===== src/rtl/dct_pkg.sv =====
package dct_pkg;
    // prescale field width; control layout is derived from it
    localparam int PRESC_W  = 12;

    localparam int B_EN     = 0;
    localparam int B_ENMOD  = 1;
    localparam int B_OCIE   = 2;
    localparam int B_RLD    = 3;
    localparam int B_PS_LO  = 4;
    localparam int B_SWR    = B_PS_LO + PRESC_W;
    localparam int B_IOVW   = B_SWR + 1;
    localparam int B_LP_LO  = B_IOVW + 1;       // four stored low-power bits
    localparam int LP_W     = 4;
    localparam int B_CS_LO  = B_SWR + 8;
    localparam int CTRL_W   = B_CS_LO + 2;

    localparam int A_CTRL   = 0;
    localparam int A_STAT   = 1;
    localparam int A_LOAD   = 2;
    localparam int A_CMP    = 3;
    localparam int A_COUNT  = 4;

    typedef enum logic [1:0] {
        CS_OFF    = 2'b00,
        CS_PERIPH = 2'b01,
        CS_FAST   = 2'b10,
        CS_SLOW   = 2'b11
    } clksrc_e;

    typedef enum logic {
        ST_HALT  = 1'b0,
        ST_COUNT = 1'b1
    } run_st_e;

    function automatic logic [CTRL_W-1:0] swr_keep_mask();
        logic [CTRL_W-1:0] m;
        m = '0;
        m[B_EN]    = 1'b1;
        m[B_ENMOD] = 1'b1;
        for (int i = 0; i < LP_W; i++) begin
            m[B_LP_LO + i] = 1'b1;
        end
        return m;
    endfunction
endpackage


===== src/rtl/dct_tick.sv =====
module dct_tick
    import dct_pkg::*;
#(
    parameter int PSW = PRESC_W,
    parameter int NSRC = 3
) (
    input  logic            clk,
    input  logic            rst_n,
    input  logic [NSRC-1:0] ce_i,
    input  clksrc_e         src_i,
    input  logic [PSW-1:0]  presc_i,
    input  logic            run_i,
    output logic            tick_o
);
    logic           sel_ce;
    logic [PSW-1:0] pre_q;
    logic [NSRC:0]  ce_ext;

    // slot 0 is the "off" source; slots 1..NSRC map to the inputs
    assign ce_ext[0] = 1'b0;
    for (genvar g = 0; g < NSRC; g++) begin : g_src
        assign ce_ext[g+1] = ce_i[g];
    end

    always_comb begin
        unique case (src_i)
            CS_OFF:    sel_ce = ce_ext[0];
            CS_PERIPH: sel_ce = ce_ext[1];
            CS_FAST:   sel_ce = ce_ext[2];
            CS_SLOW:   sel_ce = ce_ext[3];
            default:   sel_ce = 1'b0;
        endcase
    end

    always_ff @(posedge clk or negedge rst_n) begin
        if (!rst_n) begin
            pre_q <= '0;
        end else if (!run_i) begin
            pre_q <= '0;
        end else if (sel_ce) begin
            if (pre_q >= presc_i) pre_q <= '0;
            else                  pre_q <= pre_q + 1'b1;
        end
    end

    assign tick_o = run_i && sel_ce && (pre_q >= presc_i);

    AST_PRESC_CLEAR_HALT: assert property (@(posedge clk) disable iff (!rst_n)
        !run_i |=> pre_q == '0);
endmodule


===== src/rtl/dct_counter.sv =====
module dct_counter
    import dct_pkg::*;
#(
    parameter int DW = 32
) (
    input  logic          clk,
    input  logic          rst_n,
    input  logic          tick_i,
    input  logic          start_i,
    input  logic          stop_i,
    input  logic          restart_i,
    input  logic [DW-1:0] restart_val_i,
    input  logic          rld_mode_i,
    input  logic          swr_i,
    input  logic          ovw_i,
    input  logic [DW-1:0] ovw_val_i,
    input  logic [DW-1:0] load_i,
    input  logic [DW-1:0] cmp_i,
    output logic [DW-1:0] cnt_o,
    output logic          cmp_hit_o,
    output logic          run_o
);
    localparam logic [DW-1:0] ALL_ONES = {DW{1'b1}};

    run_st_e       state_q, state_d;
    logic [DW-1:0] cnt_q, cnt_d, cnt_step;
    logic          step_en;

    // state register
    always_ff @(posedge clk or negedge rst_n) begin
        if (!rst_n) state_q <= ST_HALT;
        else        state_q <= state_d;
    end

    // transitions: HALT --start--> COUNT, COUNT --stop--> HALT
    always_comb begin
        state_d = state_q;
        unique case (state_q)
            ST_HALT:  if (start_i) state_d = ST_COUNT;
            ST_COUNT: if (stop_i)  state_d = ST_HALT;
            default:  state_d = ST_HALT;
        endcase
    end

    // outputs of the state machine
    always_comb begin
        run_o = 1'b0;
        unique case (state_q)
            ST_HALT:  run_o = 1'b0;
            ST_COUNT: run_o = 1'b1;
            default:  run_o = 1'b0;
        endcase
    end

    assign step_en  = run_o && tick_i;
    assign cnt_step = (cnt_q == '0) ? (rld_mode_i ? load_i : ALL_ONES)
                                    : cnt_q - 1'b1;

    always_comb begin
        if (swr_i)          cnt_d = '0;
        else if (ovw_i)     cnt_d = ovw_val_i;
        else if (restart_i) cnt_d = restart_val_i;
        else if (step_en)   cnt_d = cnt_step;
        else                cnt_d = cnt_q;
    end

    always_ff @(posedge clk or negedge rst_n) begin
        if (!rst_n) cnt_q <= '0;
        else        cnt_q <= cnt_d;
    end

    assign cmp_hit_o = step_en && !swr_i && !ovw_i && (cnt_step == cmp_i);
    assign cnt_o     = cnt_q;

    AST_HOLD_HALTED: assert property (@(posedge clk) disable iff (!rst_n)
        (state_q == ST_HALT && !swr_i && !ovw_i && !restart_i)
        |=> cnt_q == $past(cnt_q));
    AST_ZERO_WRAP: assert property (@(posedge clk) disable iff (!rst_n)
        (run_o && tick_i && cnt_q == '0 && !swr_i && !ovw_i)
        |=> cnt_q == ($past(rld_mode_i) ? $past(load_i) : ALL_ONES));
    AST_OVERWRITE: assert property (@(posedge clk) disable iff (!rst_n)
        (ovw_i && !swr_i) |=> cnt_q == $past(ovw_val_i));
    AST_HIT_VALUE: assert property (@(posedge clk) disable iff (!rst_n)
        cmp_hit_o |=> cnt_q == $past(cmp_i));
endmodule


===== src/rtl/dct_regs.sv =====
module dct_regs
    import dct_pkg::*;
#(
    parameter int DW = 32,
    parameter int AW = 3
) (
    input  logic              clk,
    input  logic              rst_n,
    input  logic              bus_wr,
    input  logic [AW-1:0]     bus_addr,
    input  logic [DW-1:0]     bus_wdata,
    output logic [DW-1:0]     bus_rdata,
    input  logic [DW-1:0]     cnt_i,
    input  logic              cmp_hit_i,
    output logic [CTRL_W-1:0] ctrl_o,
    output logic [DW-1:0]     load_o,
    output logic [DW-1:0]     cmp_o,
    output logic              start_o,
    output logic              stop_o,
    output logic              restart_o,
    output logic [DW-1:0]     restart_val_o,
    output logic              swr_o,
    output logic              ovw_o,
    output logic              irq_o
);
    localparam logic [CTRL_W-1:0] KEEP = swr_keep_mask();

    logic [CTRL_W-1:0] ctrl_q, wctrl;
    logic              sr_q;
    logic [DW-1:0]     load_q, cmp_q;
    logic              wr_ctrl, wr_stat, wr_load, wr_cmp;

    assign wr_ctrl = bus_wr && (bus_addr == AW'(A_CTRL));
    assign wr_stat = bus_wr && (bus_addr == AW'(A_STAT));
    assign wr_load = bus_wr && (bus_addr == AW'(A_LOAD));
    assign wr_cmp  = bus_wr && (bus_addr == AW'(A_CMP));
    assign wctrl   = bus_wdata[CTRL_W-1:0];

    assign swr_o     = wr_ctrl && wctrl[B_SWR];
    assign start_o   = wr_ctrl && wctrl[B_EN] && !ctrl_q[B_EN];
    assign stop_o    = wr_ctrl && !wctrl[B_EN] && ctrl_q[B_EN];
    assign restart_o = start_o && wctrl[B_ENMOD] && !wctrl[B_SWR];
    assign restart_val_o = wctrl[B_RLD] ? load_q : {DW{1'b1}};
    assign ovw_o     = wr_load && ctrl_q[B_IOVW];

    always_ff @(posedge clk or negedge rst_n) begin
        if (!rst_n) begin
            ctrl_q <= '0;
            sr_q   <= 1'b0;
            load_q <= {DW{1'b1}};
            cmp_q  <= '0;
        end else begin
            if (swr_o) begin
                ctrl_q <= wctrl & KEEP;
                load_q <= {DW{1'b1}};
                cmp_q  <= '0;
            end else begin
                if (wr_ctrl) begin
                    ctrl_q         <= wctrl;
                    ctrl_q[B_SWR]  <= 1'b0;
                end
                if (wr_load) load_q <= bus_wdata;
                if (wr_cmp)  cmp_q  <= bus_wdata;
            end
            if (swr_o)                        sr_q <= 1'b0;
            else if (cmp_hit_i)               sr_q <= 1'b1;
            else if (wr_stat && bus_wdata[0]) sr_q <= 1'b0;
        end
    end

    always_comb begin
        bus_rdata = '0;
        case (bus_addr)
            AW'(A_CTRL):  bus_rdata[CTRL_W-1:0] = ctrl_q;
            AW'(A_STAT):  bus_rdata[0]          = sr_q;
            AW'(A_LOAD):  bus_rdata             = load_q;
            AW'(A_CMP):   bus_rdata             = cmp_q;
            AW'(A_COUNT): bus_rdata             = cnt_i;
            default:      bus_rdata             = '0;
        endcase
    end

    assign ctrl_o = ctrl_q;
    assign load_o = load_q;
    assign cmp_o  = cmp_q;
    assign irq_o  = sr_q && ctrl_q[B_OCIE] && ctrl_q[B_EN];

    AST_SWR_DEFAULTS: assert property (@(posedge clk) disable iff (!rst_n)
        swr_o |=> (load_q == {DW{1'b1}} && cmp_q == '0 && !sr_q));
    AST_FLAG_ON_HIT: assert property (@(posedge clk) disable iff (!rst_n)
        (cmp_hit_i && !swr_o) |=> sr_q);
    AST_SWR_NOT_STORED: assert property (@(posedge clk) disable iff (!rst_n)
        wr_ctrl |=> !ctrl_q[B_SWR]);
    AST_FLAG_KEEP_ZERO_WR: assert property (@(posedge clk) disable iff (!rst_n)
        (sr_q && wr_stat && !bus_wdata[0]) |=> sr_q);
endmodule


===== src/rtl/dct_timer.sv =====
module dct_timer
    import dct_pkg::*;
#(
    parameter int DW = 32,
    parameter int AW = 3
) (
    input  logic          clk,
    input  logic          rst_n,
    input  logic          bus_wr,
    input  logic [AW-1:0] bus_addr,
    input  logic [DW-1:0] bus_wdata,
    output logic [DW-1:0] bus_rdata,
    input  logic          ce_periph,
    input  logic          ce_fast,
    input  logic          ce_slow,
    output logic          irq
);
    logic [CTRL_W-1:0] ctrl;
    logic [DW-1:0]     load, cmp, cnt, restart_val;
    logic              start, stop, restart, swr, ovw, cmp_hit, run, tick;

    dct_regs #(.DW(DW), .AW(AW)) u_regs (
        .clk(clk), .rst_n(rst_n),
        .bus_wr(bus_wr), .bus_addr(bus_addr), .bus_wdata(bus_wdata),
        .bus_rdata(bus_rdata),
        .cnt_i(cnt), .cmp_hit_i(cmp_hit),
        .ctrl_o(ctrl), .load_o(load), .cmp_o(cmp),
        .start_o(start), .stop_o(stop), .restart_o(restart),
        .restart_val_o(restart_val), .swr_o(swr), .ovw_o(ovw),
        .irq_o(irq)
    );

    dct_tick #(.PSW(PRESC_W), .NSRC(3)) u_tick (
        .clk(clk), .rst_n(rst_n),
        .ce_i({ce_slow, ce_fast, ce_periph}),
        .src_i(clksrc_e'(ctrl[B_CS_LO +: 2])),
        .presc_i(ctrl[B_PS_LO +: PRESC_W]),
        .run_i(run),
        .tick_o(tick)
    );

    dct_counter #(.DW(DW)) u_cnt (
        .clk(clk), .rst_n(rst_n),
        .tick_i(tick), .start_i(start), .stop_i(stop),
        .restart_i(restart), .restart_val_i(restart_val),
        .rld_mode_i(ctrl[B_RLD]), .swr_i(swr),
        .ovw_i(ovw), .ovw_val_i(bus_wdata),
        .load_i(load), .cmp_i(cmp),
        .cnt_o(cnt), .cmp_hit_o(cmp_hit), .run_o(run)
    );

    AST_IRQ_NEEDS_EN: assert property (@(posedge clk) disable iff (!rst_n)
        irq |-> run);
endmodule


===== config.mk =====
export PLATFORM = sky130hd
export DESIGN_NAME = dct_timer
export DESIGN_NICKNAME = d
export VERILOG_FILES = /design/src/rtl/dct_pkg.sv /design/src/rtl/dct_tick.sv /design/src/rtl/dct_counter.sv /design/src/rtl/dct_regs.sv /design/src/rtl/dct_timer.sv
export SDC_FILE = /design/constraint.sdc
export NUM_CORES = 1
export LEC_CHECK = 0
export BUFFER_PORTS_ARGS = -buffer_cell sky130_fd_sc_hd__buf_2
export CORE_MARGIN = 2
export CORE_UTILIZATION = 65
export CTS_CLUSTER_DIAMETER = 80
export DETAILED_ROUTE_END_ITERATION = 7
export PLACE_DENSITY_LB_ADDON = 0.05
export REMOVE_ABC_BUFFERS = 1
export SYNTH_ARGS = -nofsm -noshare
export SYNTH_HDL_FRONTEND = slang
export SYNTH_SLANG_ARGS = --single-unit

===== constraint.sdc =====
create_clock -name clk -period 8.4 [get_ports clk]
set_clock_uncertainty 0.15 [all_clocks]
set_input_delay 1.68 -clock clk [delete_from_list [all_inputs] [get_ports clk]]
set_output_delay 1.68 -clock clk [all_outputs]
set_load 0.02 [all_outputs]

==> impl_metrics.py, run 1 <==
metrics = {
    "synth": {
        "mappedNetlistArea_um2": 8698,
        "synth-main-ff-cell": "sky130_fd_sc_hd__dfrtp_1",
        "synth.most_common_cell": "sky130_fd_sc_hd__nand2_1",
        "yosysTopAreaCell": "sky130_fd_sc_hd__dfrtp_1",
        "synth_sequential_area_ratio": 0.3930,
        "yosysWarnings": 0,
        "syn-instance-count": 1098,
        "synthTopCellsByArea": "sky130_fd_sc_hd__dfrtp_1 30%, sky130_fd_sc_hd__nand2_1 11%, sky130_fd_sc_hd__dfstp_2 9.7%",
        "synth_enable_flop_cells": 0,
        "synthDistinctLibCells": 66,
        "postSynthAreaPerCell_um2": 7.922,
        "synth_common_cells": "247 x sky130_fd_sc_hd__nand2_1, 103 x sky130_fd_sc_hd__dfrtp_1, 85 x sky130_fd_sc_hd__o21ai_0, 81 x sky130_fd_sc_hd__clkbuf_1, 80 x sky130_fd_sc_hd__a21oi_1",
        "synthesis_stage_register_bit_count": 135,
        "post_synthesis_async_set_or_reset_flop_share": 1.000,
        "synth_top_area_share": 0.2963,
    },
    "power_and_ir_drop": {
        "power.leakage_nw": 4.309,
        "switching_share": 0.3970,
        "power.combinational.fraction": 0.368,
        "sequential_power_share": 0.370,
        "vdd_drop_max_mv": 0.1556,
        "p_per_area_nw_per_um2": 298.2,
        "power.switching_mw": 1.145,
        "internal-power_mw": 1.739,
        "report.power.total_mw": 2.884,
        "power.share.clock": 0.262,
    },
    "timing": {
        "hold-worst-slack_ps": 317.4,
        "fin_tns_setup_ps": 0,
        "post_route_fraction_of_the_period_consumed_by_the_critical_path": 0.6703,
        "setup_ws_ps": 2770,
        "setup_repair_after_global_routing_missed_its_margin": "false",
        "setup_violations": 0,
        "final_max_slew_viol_count": 0,
        "worstMarginPinSlew_ps": 956.1,
        "finalHoldViolCount": 0,
        "remaining_max_slew_budget_at_the_tightest_pin": 0.3626,
        "post-route-min-period_ps": 5630,
        "max_freq_mhz": 177.6,
    },
    "global_routing": {
        "grt.overflow.total": 0,
        "grt_max_degree": 75,
        "first_global_vias": 8396,
        "grt_antenna_before_repair": 0,
        "grtUsageTotal": 0.4113,
        "grt_first_pass_wirelength_mm": 45.71,
    },
    "cts": {
        "clock_latency_ps": 430,
        "number_of_clock_sinks": 135,
        "cts_buffers": 17,
        "cts_hold_repair_buffers": 0,
        "ctsResizeCount": 0,
        "clk_pin_slew_worst_paths_ps": 60,
        "clockBufferDepth": 2,
        "postCtsSetupBuffers": 0,
        "cts.htree.levels": 4,
        "clock-root-buffer": "sky130_fd_sc_hd__clkbuf_16",
        "cts_tree": "done",
    },
    "placement": {
        "placedCellCount": 1274,
        "io_buffers": 73,
        "detailedPlace.worstSlack_ps": 2936,
        "finalWeightedCongestion": 1.031,
        "hpwlAfterDp_mm": 18.48,
    },
    "finish": {
        "final_net_count": 1173,
        "post_route_cells_drive_above_1_share": 0.1504,
        "fin_cells": 1306,
        "fillers": 1071,
        "seqCellArea_um2": 3418,
        "antenna_cells_inserted": 0,
        "multi_input_comb_area_um2": 4806,
        "area.growth.synth_to_final_pct": 11.19,
    },
    "setup_path": {
        "setup.reg_to_reg.worst_slack_ps": 4080,
        "worst_path_max_delay_cell": "sky130_fd_sc_hd__nor2b_1",
        "startpoint": "bus_addr[1]",
        "worst_ep_required_time_ps": 6570,
        "critical_path.cell_chain": "buf_2 -> nor2b_1 -> nor2b_2 -> buf_4 -> a22oi_1 -> nand2_1 -> buf_2",
        "crit_top_cell": "sky130_fd_sc_hd__buf_2",
        "crit_end": "bus_rdata[21]",
        "worstPathMaxFanout": 22,
        "cp_num_buf_inv": 3,
        "timing.setup.critical_path_class": "in2out",
        "worst_ep_arrival_time_ps": 3800,
        "critical_path.reg2reg.startpoint": "u_cnt.cnt_o[12]",
        "critical_path_cell_count": 7,
        "slowest_delay_ps": 720,
        "cell_family_contributing_the_most_delay_on_the_critical_path": "simple AND/OR/NAND/NOR gates",
        "endpoint_kind": "output pin",
        "startpoint_type": "primary input",
        "r2r-end": "u_regs.sr_q",
        "r2r_cells": 8,
    },
    "min_path": {
        "holdCritStartpoint": "u_regs.ctrl_o[23]",
        "hp-class": "reg2reg",
    },
    "job": {
        "max_cap_viol_count": 0,
    },
    "detailed_routing": {
        "avgViaCountPerCell": 6.715,
        "postRouteWirelength_mm": 28.61,
        "ant_nets": 0,
        "drt_drc_violations_left": 0,
        "via_count": 8770,
        "wl_per_cell_um": 21.91,
        "first_iter_violations": 1171,
        "firstDrtPassIters": 6,
    },
    "die": {
        "num_io_pins": 74,
        "dieHeight_um": 119.7,
        "rows": 42,
        "initial_core_util": 0.6621,
        "floorplan.core_area_um2": 13140,
        "overall_die_area_um2": 14320,
        "die_width_um": 119.7,
    },
    "run_status": {
        "result_of_the_run": "complete, no violations",
    },
}
-- area by class of cell --
class                      instances  share of cell area
sequential                       135              0.3534
clock inverter                     8             0.01281
clock buffer                      24             0.04774
tap                              176             0.02277
multi-input combinational        835              0.4969
timing repair buffer              90             0.05162
inverter                          38             0.01475
-- worst min path at each step --
stage                        end  slack (ps)  depth (start not counted)
2_1_floorplan  u_regs.ctrl_o[22]         290                          2
3_3_place_gp   u_regs.ctrl_o[22]         310                          2
3_5_place_dp   u_regs.ctrl_o[23]         310                          2
4_1_cts        u_regs.ctrl_o[23]         320                          2
5_1_grt        u_regs.ctrl_o[23]         350                          2
6_report       u_regs.ctrl_o[23]         320                          2
-- power groups by stage --
stage / sequential (mW) / combinational, mW / clock [mW]
final: 1.07 / 1.06 / 0.755
after global routing: 1.09 / 1.17 / 0.785
after CTS: 1.05 / 1.04 / 0.753
after detailed placement: 1.06 / 1.02 / 0
after global placement: 1.06 / 1.00 / 0
after floorplan: 0.982 / 0.777 / 0
-- tightest hold or removal path, stage by stage (launching register included) --
cell and delay, ps:
sky130_fd_sc_hd__dfrtp_1 340, sky130_fd_sc_hd__nand2_1 50, sky130_fd_sc_hd__nand2_1 50
-- layout by cell type (no fill, tap or decap), types with 7 or more instances in the layout --
cell	synthesis	layout
sky130_fd_sc_hd__nand2_1	247	247
sky130_fd_sc_hd__dfrtp_1	103	103
sky130_fd_sc_hd__o21ai_0	85	85
sky130_fd_sc_hd__a21oi_1	80	80
sky130_fd_sc_hd__buf_2	2	72
sky130_fd_sc_hd__a22oi_1	58	58
sky130_fd_sc_hd__nor2_1	52	51
sky130_fd_sc_hd__inv_1	37	37
sky130_fd_sc_hd__nand3_1	35	35
sky130_fd_sc_hd__dfstp_2	32	32
sky130_fd_sc_hd__a211oi_1	26	26
sky130_fd_sc_hd__xnor2_1	25	25
sky130_fd_sc_hd__o22ai_1	23	23
sky130_fd_sc_hd__xor2_1	20	20
sky130_fd_sc_hd__nor3_1	20	18
sky130_fd_sc_hd__nand3b_1	18	18
sky130_fd_sc_hd__clkbuf_16	0	17
sky130_fd_sc_hd__buf_4	0	17
sky130_fd_sc_hd__nor4_1	16	16
sky130_fd_sc_hd__ha_1	15	15
sky130_fd_sc_hd__nand2b_1	11	11
sky130_fd_sc_hd__and3_1	10	10
sky130_fd_sc_hd__or3_1	9	9
sky130_fd_sc_hd__or4_1	7	7
-- stage by stage --
step | util | cell area, um^2
2_1_floorplan | - | 8335
3_3_place_gp | 0.6916 | 9086
3_5_place_dp | 0.6916 | 9086
4_1_cts | 0.7362 | 9672
5_1_grt | 0.7362 | 9672
6_report | 0.7362 | 9672
-- cell families (layout without fill, tap and decap cells) --
| family | Yosys count | after routing | synth area share |
|---|---|---|---|
| XOR/XNOR | 47 | 47 | 0.05049 |
| AO/OA/AOI/OAI | 311 | 311 | 0.2251 |
| flip-flops | 135 | 135 | 0.3930 |
| multiplexers | 4 | 4 | 0.006329 |
| buffers and inverters | 128 | 160 | 0.05811 |
| adder cells (fa/ha/maj) | 15 | 15 | 0.02158 |
| AND/OR/NAND/NOR | 458 | 458 | 0.2454 |
-- registers in the layout, summed over array words and instances, names as in the netlist --
name and cells:
u_regs.sr_q 1, u_regs.load_o 32, u_regs.cmp_o 32, u_regs.ctrl_o 25, u_cnt.cnt_o 32, u_cnt.state_q 1, u_tick.pre_q 12
-- layer usage --
| layer | vias up | routed length (um) | track usage |
|---|---|---|---|
| met3 | 84 | 3784 | 0.1103 |
| li1 | 3933 | - | - |
| met5 | - | 0 | 0 |
| met4 | 0 | 872 | 0.1507 |
| met2 | 626 | 12330 | 0.5961 |
| met1 | 4127 | 11620 | 0.5939 |
Note: power is estimated with default switching activity, not from simulation.
==> run 2, diff against run 1 <==
- CORE_UTILIZATION: 65 -> 61
- clock period: 8.4 -> 5.2 ns (I/O delays scaled with it)
==> run 2 against run 1 <==
  * First-iteration DRC count fell by 9.4%
  * Worst setup slack got worse by 1600 ps
  * Highest routed layer unchanged
  * Routed wire length rose by 3.7%
==> impl_metrics.py, run 2 (same netlist as run 1, synthesis figures left out) <==
metrics = {
    "global_routing": {
        "grt_max_degree": 66,
        "global_route.usage.met2": 0.5848,
        "grtUsageTotal": 0.4059,
        "top_usage_layer": "met2",
        "first_global_vias": 8290,
        "grt.met1_usage": 0.5794,
        "groute.layer.met3.usage": 0.1181,
        "grt_antenna_before_repair": 0,
        "grt_first_pass_wirelength_mm": 46.50,
        "grt.overflow.total": 0,
    },
    "detailed_routing": {
        "via_count": 8802,
        "ant_nets": 0,
        "drt_drc_violations_left": 0,
        "postRouteWirelength_mm": 29.66,
        "firstDrtPassIters": 6,
        "first_iter_violations": 1061,
        "wl_per_cell_um": 22.47,
        "avgViaCountPerCell": 6.668,
    },
    "setup_path": {
        "setup.reg_to_reg.worst_slack_ps": 1180,
        "r2r-end": "u_regs.sr_q",
        "critical_path.reg2reg.startpoint": "u_cnt.cnt_o[13]",
        "worst_ep_arrival_time_ps": 4200,
        "endpoint_kind": "register",
        "r2r_cells": 8,
        "startpoint": "u_cnt.cnt_o[13]",
        "worst_ep_required_time_ps": 5380,
        "worstPathMaxFanout": 32,
        "startpoint_type": "register",
        "timing.setup.critical_path_class": "reg2reg",
    },
    "power_and_ir_drop": {
        "power.leakage_nw": 4.389,
        "p_per_area_nw_per_um2": 486.6,
        "power.combinational.fraction": 0.367,
        "power.share.clock": 0.272,
        "switching_share": 0.3989,
        "vdd_drop_max_mv": 0.3744,
        "internal-power_mw": 2.863,
        "power.switching_mw": 1.900,
        "sequential_power_share": 0.361,
    },
    "die": {
        "die_width_um": 123.4,
        "floorplan.core_area_um2": 13880,
        "initial_core_util": 0.6266,
        "num_io_pins": 74,
        "rows": 43,
        "dieHeight_um": 123.4,
        "overall_die_area_um2": 15230,
    },
    "cts": {
        "cts_tree": "done",
        "cts_hold_repair_buffers": 0,
        "cts.htree.levels": 4,
        "clk_pin_slew_worst_paths_ps": 60,
        "clockBufferDepth": 2,
        "number_of_clock_sinks": 135,
        "cts_buffers": 17,
        "clock-root-buffer": "sky130_fd_sc_hd__clkbuf_16",
        "ctsResizeCount": 0,
        "postCtsSetupBuffers": 0,
        "clock_latency_ps": 430,
    },
    "finish": {
        "area.growth.synth_to_final_pct": 12.53,
        "seqCellArea_um2": 3418,
        "layout.cells.most_common_list": "247 x sky130_fd_sc_hd__nand2_1, 103 x sky130_fd_sc_hd__dfrtp_1, 85 x sky130_fd_sc_hd__o21ai_0",
        "mostFrequentLayoutCell": "sky130_fd_sc_hd__nand2_1",
        "post_route_cells_drive_above_1_share": 0.1623,
        "fin_cells": 1320,
        "post-route-util": 0.7052,
        "multi_input_comb_area_um2": 4806,
        "final_net_count": 1183,
        "antenna_cells_inserted": 0,
        "fillers": 1124,
    },
    "timing": {
        "post_route_fraction_of_the_period_consumed_by_the_critical_path": 0.7733,
        "fin_tns_setup_ps": 0,
        "finalHoldViolCount": 0,
        "setup_violations": 0,
        "remaining_max_slew_budget_at_the_tightest_pin": 0.3758,
        "post-route-min-period_ps": 4021,
        "worstMarginPinSlew_ps": 933.4,
        "max_freq_mhz": 248.7,
        "final_max_slew_viol_count": 0,
        "setup_repair_after_global_routing_missed_its_margin": "false",
        "hold-worst-slack_ps": 316.6,
    },
    "placement": {
        "hpwlAfterDp_mm": 19.83,
        "io_buffers": 73,
        "finalWeightedCongestion": 1.008,
        "placedCellCount": 1288,
    },
    "min_path": {
        "hp-class": "reg2reg",
        "min_to": "u_regs.ctrl_o[23]",
        "number_of_cells_on_the_worst_hold_path": 2,
        "holdCritStartpoint": "u_regs.ctrl_o[23]",
    },
    "job": {
        "max_cap_viol_count": 0,
    },
    "run_status": {
        "result_of_the_run": "complete, no violations",
    },
}
run 2: per-stage QoR:
step / power (mW) / setup WS (ps) / area [um^2]
CTS: 4.705 / 1211 / 9788
floorplan: 2.842 / -1659 / 8335
global route: 5.023 / 985.6 / 9788
global placement: 3.374 / 1283 / 9166
detailed placement: 3.399 / 1200 / 9166
finish: 4.763 / 1179 / 9788
run 2: layer usage:
layer  routed length [um]  vias up
met3                 3518       76
met4                  844        0
li1                     -     3936
met5                    0        -
met1                12340     4198
met2                12960      592
run 2: area by class of cell:
type,instances,area share
Timing Repair Buffer,100,0.05867
Clock inverter,13,0.01828
Inverter,38,0.01457
Multi-Input combinational cell,835,0.4910
Sequential cell,135,0.3492
Clock buffer,19,0.04525
Tap cell,180,0.02301
run 2: worst max path at each step:
stage / endpoint / slack (ps)
2_1_floorplan: u_cnt.cnt_o[10] / -1660
5_1_grt: u_regs.sr_q / 990
6_report: u_regs.sr_q / 1180
3_3_place_gp: bus_rdata[14] / 1280
3_5_place_dp: u_cnt.cnt_o[1] / 1200
4_1_cts: u_regs.sr_q / 1210
run 2: power by group through the flow:
stage               registers [mW]  clock network (mW)  logic, mW
floorplan                     1.59                   0       1.26
global placement              1.70                   0       1.67
detailed placement            1.71                   0       1.69
CTS                           1.70                1.30       1.71
global route                  1.75                1.35       1.92
finish                        1.72                1.30       1.75
run 2: critical path, stage by stage (launching register included):
cell and delay, ps:
sky130_fd_sc_hd__dfrtp_1 460, sky130_fd_sc_hd__or4_4 600, sky130_fd_sc_hd__or3_1 470, sky130_fd_sc_hd__or4_4 780
sky130_fd_sc_hd__o311ai_1 460, sky130_fd_sc_hd__xor2_1 230, sky130_fd_sc_hd__nand4_1 90, sky130_fd_sc_hd__or4_1 410
sky130_fd_sc_hd__o31ai_1 270
